**src/rtl/xbuf_pkg.sv**
```systemverilog
package xbuf_pkg;

   // CPU register selects (decoded by the register port)
   typedef enum logic [1:0] {
      SEL_DATA = 2'd0,
      SEL_WPTR = 2'd1,
      SEL_RPTR = 2'd2,
      SEL_NONE = 2'd3
   } xbuf_sel_e;

   // Index of each pointer unit in the pointer bank
   localparam int PTR_WR = 0;
   localparam int PTR_RD = 1;
   localparam int N_PTR  = 2;

   // Per-pointer control produced by arbitration
   typedef struct packed {
      logic ld;
      logic inc;
   } ptr_ctl_t;

endpackage

```
**src/rtl/xbuf_ptr.sv**
```systemverilog
module xbuf_ptr #(
   parameter int ADDR_W = 8
) (
   input  logic              clk,
   input  logic              rst_n,
   input  xbuf_pkg::ptr_ctl_t ctl,
   input  logic [ADDR_W-1:0] ld_val,
   output logic [ADDR_W-1:0] ptr
);

   // A load takes precedence; increments wrap naturally at 2**ADDR_W
   always_ff @(posedge clk or negedge rst_n) begin
      if (!rst_n) begin
         ptr <= '0;
      end else if (ctl.ld) begin
         ptr <= ld_val;
      end else if (ctl.inc) begin
         ptr <= ptr + 1'b1;
      end
   end

endmodule

```
**src/rtl/xbuf_arb.sv**
```systemverilog
module xbuf_arb #(
   parameter int DATA_W = 8,
   parameter int ADDR_W = 8
) (
   input  logic                   cpu_sel,
   input  logic                   cpu_wr,
   input  logic [1:0]             cpu_addr,
   input  logic [DATA_W-1:0]      cpu_wdata,
   input  logic                   eng_wr,
   input  logic                   eng_rd,
   input  logic [DATA_W-1:0]      eng_wdata,
   output logic                   cpu_go,
   output logic                   cpu_stall,
   output logic                   mem_we,
   output logic [DATA_W-1:0]      mem_wdata,
   output xbuf_pkg::ptr_ctl_t     ptr_ctl [xbuf_pkg::N_PTR],
   output logic [ADDR_W-1:0]      ld_val
);
   import xbuf_pkg::*;

   logic eng_busy;
   logic cpu_dwr, cpu_drd, cpu_lw, cpu_lr;

   assign eng_busy  = eng_wr | eng_rd;
   assign cpu_go    = cpu_sel & ~eng_busy;
   assign cpu_stall = cpu_sel &  eng_busy;

   always_comb begin
      cpu_dwr = 1'b0;
      cpu_drd = 1'b0;
      cpu_lw  = 1'b0;
      cpu_lr  = 1'b0;
      if (cpu_go) begin
         unique case (xbuf_sel_e'(cpu_addr))
            SEL_DATA: begin
               cpu_dwr = cpu_wr;
               cpu_drd = ~cpu_wr;
            end
            SEL_WPTR: cpu_lw = cpu_wr;
            SEL_RPTR: cpu_lr = cpu_wr;
            SEL_NONE: ;
            default:  ;
         endcase
      end
   end

   // Engine owns the store whenever it strobes; the CPU is idle then
   assign mem_we    = eng_wr | cpu_dwr;
   assign mem_wdata = eng_wr ? eng_wdata : cpu_wdata;
   assign ld_val    = cpu_wdata[ADDR_W-1:0];

   always_comb begin
      ptr_ctl[PTR_WR].ld  = cpu_lw;
      ptr_ctl[PTR_WR].inc = eng_wr | cpu_dwr;
      ptr_ctl[PTR_RD].ld  = cpu_lr;
      ptr_ctl[PTR_RD].inc = eng_rd | cpu_drd;
   end

endmodule

```
**src/rtl/xbuf_store.sv**
```systemverilog
module xbuf_store #(
   parameter int DATA_W = 8,
   parameter int ADDR_W = 8
) (
   input  logic              clk,
   input  logic              we,
   input  logic [ADDR_W-1:0] waddr,
   input  logic [DATA_W-1:0] wdata,
   input  logic [ADDR_W-1:0] raddr,
   output logic [DATA_W-1:0] rdata
);
   localparam int DEPTH = 1 << ADDR_W;

   logic [DATA_W-1:0] mem [DEPTH];

   always_ff @(posedge clk) begin
      if (we) mem[waddr] <= wdata;
   end

   // Combinational look-up: a same-cycle write is not yet visible
   assign rdata = mem[raddr];

endmodule

```
**src/rtl/xbuf_top.sv**
```systemverilog
module xbuf_top #(
   parameter int DATA_W = 8,
   parameter int ADDR_W = 8
) (
   input  logic              clk,
   input  logic              rst_n,
   input  logic              cpu_sel,
   input  logic              cpu_wr,
   input  logic [1:0]        cpu_addr,
   input  logic [DATA_W-1:0] cpu_wdata,
   output logic [DATA_W-1:0] cpu_rdata,
   output logic              cpu_rvalid,
   output logic              cpu_stall,
   input  logic              eng_wr,
   input  logic [DATA_W-1:0] eng_wdata,
   input  logic              eng_rd,
   output logic [DATA_W-1:0] eng_rdata,
   output logic              eng_rvalid
);
   import xbuf_pkg::*;

   generate
      if (ADDR_W < 1 || ADDR_W > 12) begin : g_bad_addr
         $error("xbuf_top: ADDR_W must lie in 1..12");
      end
      if (DATA_W < ADDR_W) begin : g_bad_data
         $error("xbuf_top: DATA_W must hold a full pointer for read-back");
      end
   endgenerate

   logic                 cpu_go;
   logic                 mem_we;
   logic [DATA_W-1:0]    mem_wdata;
   logic [DATA_W-1:0]    mem_rdata;
   logic [ADDR_W-1:0]    ld_val;
   ptr_ctl_t             ptr_ctl [N_PTR];
   logic [ADDR_W-1:0]    ptrs    [N_PTR];
   logic [ADDR_W-1:0]    wr_ptr, rd_ptr;
   logic [DATA_W-1:0]    cpu_rsp;

   xbuf_arb #(.DATA_W(DATA_W), .ADDR_W(ADDR_W)) u_arb (
      .cpu_sel   (cpu_sel),
      .cpu_wr    (cpu_wr),
      .cpu_addr  (cpu_addr),
      .cpu_wdata (cpu_wdata),
      .eng_wr    (eng_wr),
      .eng_rd    (eng_rd),
      .eng_wdata (eng_wdata),
      .cpu_go    (cpu_go),
      .cpu_stall (cpu_stall),
      .mem_we    (mem_we),
      .mem_wdata (mem_wdata),
      .ptr_ctl   (ptr_ctl),
      .ld_val    (ld_val)
   );

   for (genvar g = 0; g < N_PTR; g++) begin : g_ptr
      xbuf_ptr #(.ADDR_W(ADDR_W)) u_ptr (
         .clk    (clk),
         .rst_n  (rst_n),
         .ctl    (ptr_ctl[g]),
         .ld_val (ld_val),
         .ptr    (ptrs[g])
      );
   end

   assign wr_ptr = ptrs[PTR_WR];
   assign rd_ptr = ptrs[PTR_RD];

   xbuf_store #(.DATA_W(DATA_W), .ADDR_W(ADDR_W)) u_store (
      .clk   (clk),
      .we    (mem_we),
      .waddr (wr_ptr),
      .wdata (mem_wdata),
      .raddr (rd_ptr),
      .rdata (mem_rdata)
   );

   // CPU read response source
   always_comb begin
      unique case (xbuf_sel_e'(cpu_addr))
         SEL_DATA: cpu_rsp = mem_rdata;
         SEL_WPTR: cpu_rsp = DATA_W'(wr_ptr);
         SEL_RPTR: cpu_rsp = DATA_W'(rd_ptr);
         default:  cpu_rsp = '0;
      endcase
   end

   always_ff @(posedge clk or negedge rst_n) begin
      if (!rst_n) begin
         cpu_rdata  <= '0;
         cpu_rvalid <= 1'b0;
         eng_rdata  <= '0;
         eng_rvalid <= 1'b0;
      end else begin
         cpu_rvalid <= cpu_go & ~cpu_wr;
         eng_rvalid <= eng_rd;
         if (cpu_go && !cpu_wr) cpu_rdata <= cpu_rsp;
         if (eng_rd)            eng_rdata <= mem_rdata;
      end
   end

endmodule

```
**config.mk**
```make
export PLATFORM = sky130hd
export DESIGN_NAME = xbuf_top
export DESIGN_NICKNAME = d
export VERILOG_FILES = /design/src/rtl/xbuf_pkg.sv /design/src/rtl/xbuf_ptr.sv /design/src/rtl/xbuf_arb.sv /design/src/rtl/xbuf_store.sv /design/src/rtl/xbuf_top.sv
export SDC_FILE = /design/constraint.sdc
export NUM_CORES = 2
export LEC_CHECK = 0
export ABC_AREA = 1
export BUFFER_PORTS_ARGS = -buffer_cell sky130_fd_sc_hd__buf_4
export CORE_AREA = 2 2 466 468
export CTS_CLUSTER_SIZE = 30
export DETAILED_ROUTE_END_ITERATION = 8
export DIE_AREA = 0 0 468 470
export GPL_TIMING_DRIVEN = 0
export HOLD_SLACK_MARGIN = 0.1
export PLACE_DENSITY = 0.61
export SLEW_MARGIN = 40
export SYNTH_ARGS = -nofsm -noshare
export SYNTH_HDL_FRONTEND = slang
export SYNTH_HIERARCHICAL = 1
export SYNTH_SLANG_ARGS = --single-unit
```
**constraint.sdc**
```tcl
create_clock -name clk -period 5.9 [get_ports clk]
set_input_delay 0.59 -clock clk [delete_from_list [all_inputs] [get_ports clk]]
set_output_delay 0.59 -clock clk [all_outputs]
set_load 0.05 [all_outputs]
```
---- Word-level counts from Yosys, hierarchy flattened ----
Memories as Yosys holds them, arrays and structs flattened.
Index checks and enable logic that the tools add are counted.
word-level totals
  register bits after elaboration ......... 34
  bits in writable memories ............... 2048
  input port bits ......................... 24
  output and inout port bits .............. 19
  logic and storage cells ................. 40
  memories ................................ 1
memories
  name         depth  width  rd ports  clocked after memory_dff  write ports  line              source
  u_store.mem  256    8      1         0                         1            xbuf_store.sv:14  logic [DATA_W-1:0] mem [DEPTH];
operators by class
  add/sub/neg operators ................... 2
  equality and inequality tests ........... 2
  muxes and demuxes ....................... 16
  bitwise logic cells ..................... 8
  reduce and logical (&&, ||, !) cells .... 5
operator list
  kind                                           count
  2-to-1 mux 8 bit                               5
  one-hot mux 8 bit (3 select lines)             1
  adder 8 x 1 -> 8 bit, second input constant    2
  2-to-1 mux 1 bit                               10
  nonzero test 2 bit                             2
  AND 1 bit                                      3
  OR 1 bit                                       3
  == test 2 x 1 -> 1 bit, second input constant  1
  == test 2 bit, second input constant           1
  logical NOT 2 bit                              1
  NOT 1 bit                                      2
  logical AND 1 bit                              1
  logical NOT 1 bit                              1

---- Longest topological paths before layout ----
  word-level depth ........................ 7
  mapped depth ............................ 19

---- Hierarchy ----
Netlist, hierarchy kept.
modules (own cells, without submodules)
  module      instances  cells each  area an instance (um^2)
  xbuf_store  1          6995        83236.1
  xbuf_ptr    2          62          499.2
  xbuf_top    1          91          854.6
  xbuf_arb    1          58          297.8

---- Least setup slack after synthesis ----
Ideal clock, no wire load.
  path kind ............................... input to register
  start point ............................. in eng_wr
  end point ............................... mem u_store.mem[0][0] (data pin)
  data arrival time ....................... 3.939 ns
  setup slack ............................. 1.136 ns
  cell stages on the path ................. 5
  buffers on the path ..................... 2
  path through ............................ buf_6 inv_6 buf_6 nand2_1 nand2_1
on the way
  longest elaborated chain between the ends .. 1
ends and longest elaborated chain
  element           line              source
  start, declared   xbuf_top.sv:14    input logic eng_wr,
  2-to-1 mux 8 bit  xbuf_arb.sv:49    assign mem_wdata = eng_wr ? eng_wdata : cpu_wdata;
  net mem_wdata[0]  xbuf_top.sv:33    logic [DATA_W-1:0] mem_wdata;
  end, declared     xbuf_store.sv:14
The timed path passes the listed nets, and every way through them passes these cells.

---- Final worst setup path ----
  start point ............................. reg g_ptr[1].u_ptr.ptr[1]
  end point ............................... reg eng_rdata[5]
on the way
  longest elaborated chain between the ends .. 1
ends and longest elaborated chain
  element                 line            source
  start, declared         xbuf_ptr.sv:8   output logic [ADDR_W-1:0] ptr
  start signal, assigned  xbuf_ptr.sv:16  ptr <= ld_val;
  start signal, assigned  xbuf_ptr.sv:18  ptr <= ptr + 1'b1;
  memory (256 x 8 bit)    -
  net mem_rdata[5]        xbuf_top.sv:34  logic [DATA_W-1:0] mem_rdata;
  end signal, assigned    xbuf_top.sv:99  if (eng_rd) eng_rdata <= mem_rdata;
  end, declared           xbuf_top.sv:17  output logic [DATA_W-1:0] eng_rdata,
The timed path passes the listed nets, and every way through them passes these cells.
A chain may end at the register's enable or synchronous reset.

==> metrics <==
largest cells by area after synthesis=edfxtp_1, nand3_1, nand2_1, buf_2, nor2_1; Worst path max stage delay=a little under 0.7 ns; commonest cells in the netlist=nand2_1, nand3_1, edfxtp_1; drt first pass iters=8; DR iter-0 viols=about 11k; setup violators final=0; I/O Buffers=between 40 and 50; largest delay contributor family on the critical path=simple AND/OR/NAND/NOR gates; Top cell by count, worst path=nand3_1; DRT Wirelength=351 mm; leading area contributor after synthesis=edfxtp_1; Hold Violations, Final=0; Overall Global Routing Usage=31.2%; starting utilization of the core area=roughly two fifths; crit-path max FO=10; vias per cell=~6.0; Buf/Inv on CP=3; CTS tree=yes; worst slack at placement=1.60 ns; Max Cap Violations=0; crit path kind=register to register; DRC viols=0; clk_skew=approximately 0.052 ns; vias in the first global route=~59k; CP Cell Sequence=buf_4 > clkbuf_2 > buf_2 > nand3_1 > nand3_1 > nand3_1 > nand3_1 > nand3_1 > nand3_1 > nand2_1 > nand2_1 > nand2_1 > mux2_2; max_slew headroom=between 30% and 40%; final period utilization=78.5%; Startpoint Class=register; Clock Sinks=roughly 2.1k; Core Area=0.216 mm^2; Worst Path Arrival=5.39 ns; Worst Max-Slew Pin Slew=1.01 ns; synthesized net count=approximately 7.3k; placed cell count=between 10k and 15k; post-layout util=between 40% and 50%; Final HPWL DP=roughly 240 mm; Mapped Area=between 0.08 and 0.09 mm^2; async set or reset register ratio after synthesis=1.63%; Post-CTS Setup Bufs=0; Clk Latency, worst-skew pair=0.87 ns; count leader, synth=nand2_1; Yosys warning total=6; nets=approximately 7.6k; first-pass GRT wire length=roughly 470 mm; pin count of the biggest net entering global routing=58; Overall Power=approximately 45000 uW; DR WL/cell=~33 um; final antenna-violating net count=0; CTS Buffer Depth=3; routability cong.=1.08; status=finished clean; setup ws final=around 1.3 ns; peak supply drop=approximately 0.34 mV; fin crit period=between 4 and 5 ns; gr ovfl total=0; DR vias=~64k; antenna violations before repair=24; share of layout cells above drive strength 1=between 10% and 20%; top-area cell type share of the netlist area=72.0%; htree depth=4; Resized cells post-CTS=0; Avg Cell Area, Syn=about 12 um^2; DIE WIDTH=between 400 and 500 um; most used flip-flop cell after synthesis=edfxtp_1; slowest library cell on the worst path=buf_2; WP data required=between 6 and 7 ns; Die Area=0.220 mm^2; Syn Inst Count=roughly 7.3k; CTS clk-pin slew, worst paths=0.07 ns; Lkg Pwr=between 0.03 and 0.04 uW; Num CTS Buffers=206; Non-Filler Instances=~11k; max-slew violation count=0; root buf cell=clkbuf_16; FF+latch count, synth=approximately 2.1k; IO Count=43; Post-synth EDFFs=about 2.0k; Hold Path Class=input pin to register; crit path capture type=register; P&R area growth vs syn=14.7%; RSZ-0062 raised after global routing=false; Power Dens Cells=~460 mW/mm^2; reg-to-reg setup timing slack=between 1 and 1.5 ns; Cell Rows=approximately 170; max frequency=between 0.2 and 0.25 GHz; register area share after synthesis=between 70% and 80%; Die Y=~470 um; synth unique cells=27
## repair_timing
item	4_1_cts	5_1_grt
endpoints found under the setup margin	0	0
endpoints found under the hold margin	60	0
hold buffers	11	0
## per-layer routing
layer	global-route usage (%)	wire (um)	vias up	share of wire (%)
met4	17.5	23400	16	6.7
met2	46.2	152000	4875	43
met5	0.329	117	-	0.033
met3	11.0	49900	1119	14
li1	-	-	26400	-
met1	39.8	126000	31500	36
## layout make-up
cell class | instances | area [um^2]
diodes | 4 | 10.0
clock buffers | 259 | 5430
repair buffers | 100 | 1350
fillers | 19600 | 118000
well taps | 2854 | 3570
flip-flops and latches | 2082 | 62300
plain buffers | 501 | 2710
inverters | 58 | 225
clock inverters | 116 | 1340
multi-input cells | 4627 | 21000
## worst register-to-register path, cell delays in order (launching register included)
cell and delay (ns):
dfrtp_1 0.50, buf_4 0.44, clkbuf_2 0.70, buf_2 0.70
nand3_1 0.21, nand3_1 0.16, nand3_1 0.20, nand3_1 0.20
nand3_1 0.21, nand3_1 0.32, nand2_1 0.27, nand2_1 0.13
nand2_1 0.17, mux2_2 0.31
## registers in the layout, summed over array words and instances, names as in the netlist
name,cells
g_ptr.u_ptr/ptr,16
eng_rdata,8
eng_rvalid,1
cpu_rvalid,1
u_store/mem,2048
cpu_rdata,8
## placed cells by master, fill, tap and decap left out, drive strengths merged
cell type,n
nor2,300
xnor2,2
nand3,2065
clkinvlp,3
a22oi,12
o21bai,4
ha,2
diode,4
buf,477
bufinv,20
nand2,2231
clkinv,86
mux2,8
xor2,2
inv,65
dlygate4sd3,11
dfrtp,34
edfxtp,2048
clkbuf,372
a21oi,1
## where the power goes
group	switching (uW)	internal (uW)	total [uW]
Sequential	206	16600	16800
Clock	5850	7430	13300
Combinational	11700	3120	14800
Total	17800	27100	44900
## metrics by stage
step                      TNS [ns]  instance area, um^2  hold WS (ns)
after detailed placement         0                91000         0.479
after CTS                        0                97800         0.147
final                            0                97900         0.196
after floorplan                  0                85400         0.294
after global placement    -7383.48                89300         0.477
after global routing             0                97900         0.190
## cells by family (layout without fill, tap and decap cells)
logic type                 Yosys count  count (layout)  synth area share [%]
adders and majority gates            2               2                0.0293
muxes                                8               8                 0.106
and+or+nand+nor                   4596            4596                  23.3
other                                0               4                     0
buffers and inverters              559            1034                  3.31
DFF                               2082            2082                  73.0
xor gates and xnor gates             4               4                0.0410
AOI/OAI and AO/OA                   17              17                 0.147
## final timing paths
kind / from / endpoint / cells after the start
hold reg to reg: cpu_rdata[1] / cpu_rdata[1] / 2
setup reg to reg: g_ptr[1].u_ptr/ptr[1] / eng_rdata[5] / 13
hold / removal: eng_wr / cpu_rvalid / 6
min in group asynchronous: rst_n / eng_rvalid / 2
max in group asynchronous: rst_n / g_ptr[1].u_ptr/ptr[4] / 2
setup / recovery: g_ptr[1].u_ptr/ptr[1] / eng_rdata[5] / 13
Note: power is estimated with default switching activity, not from simulation.
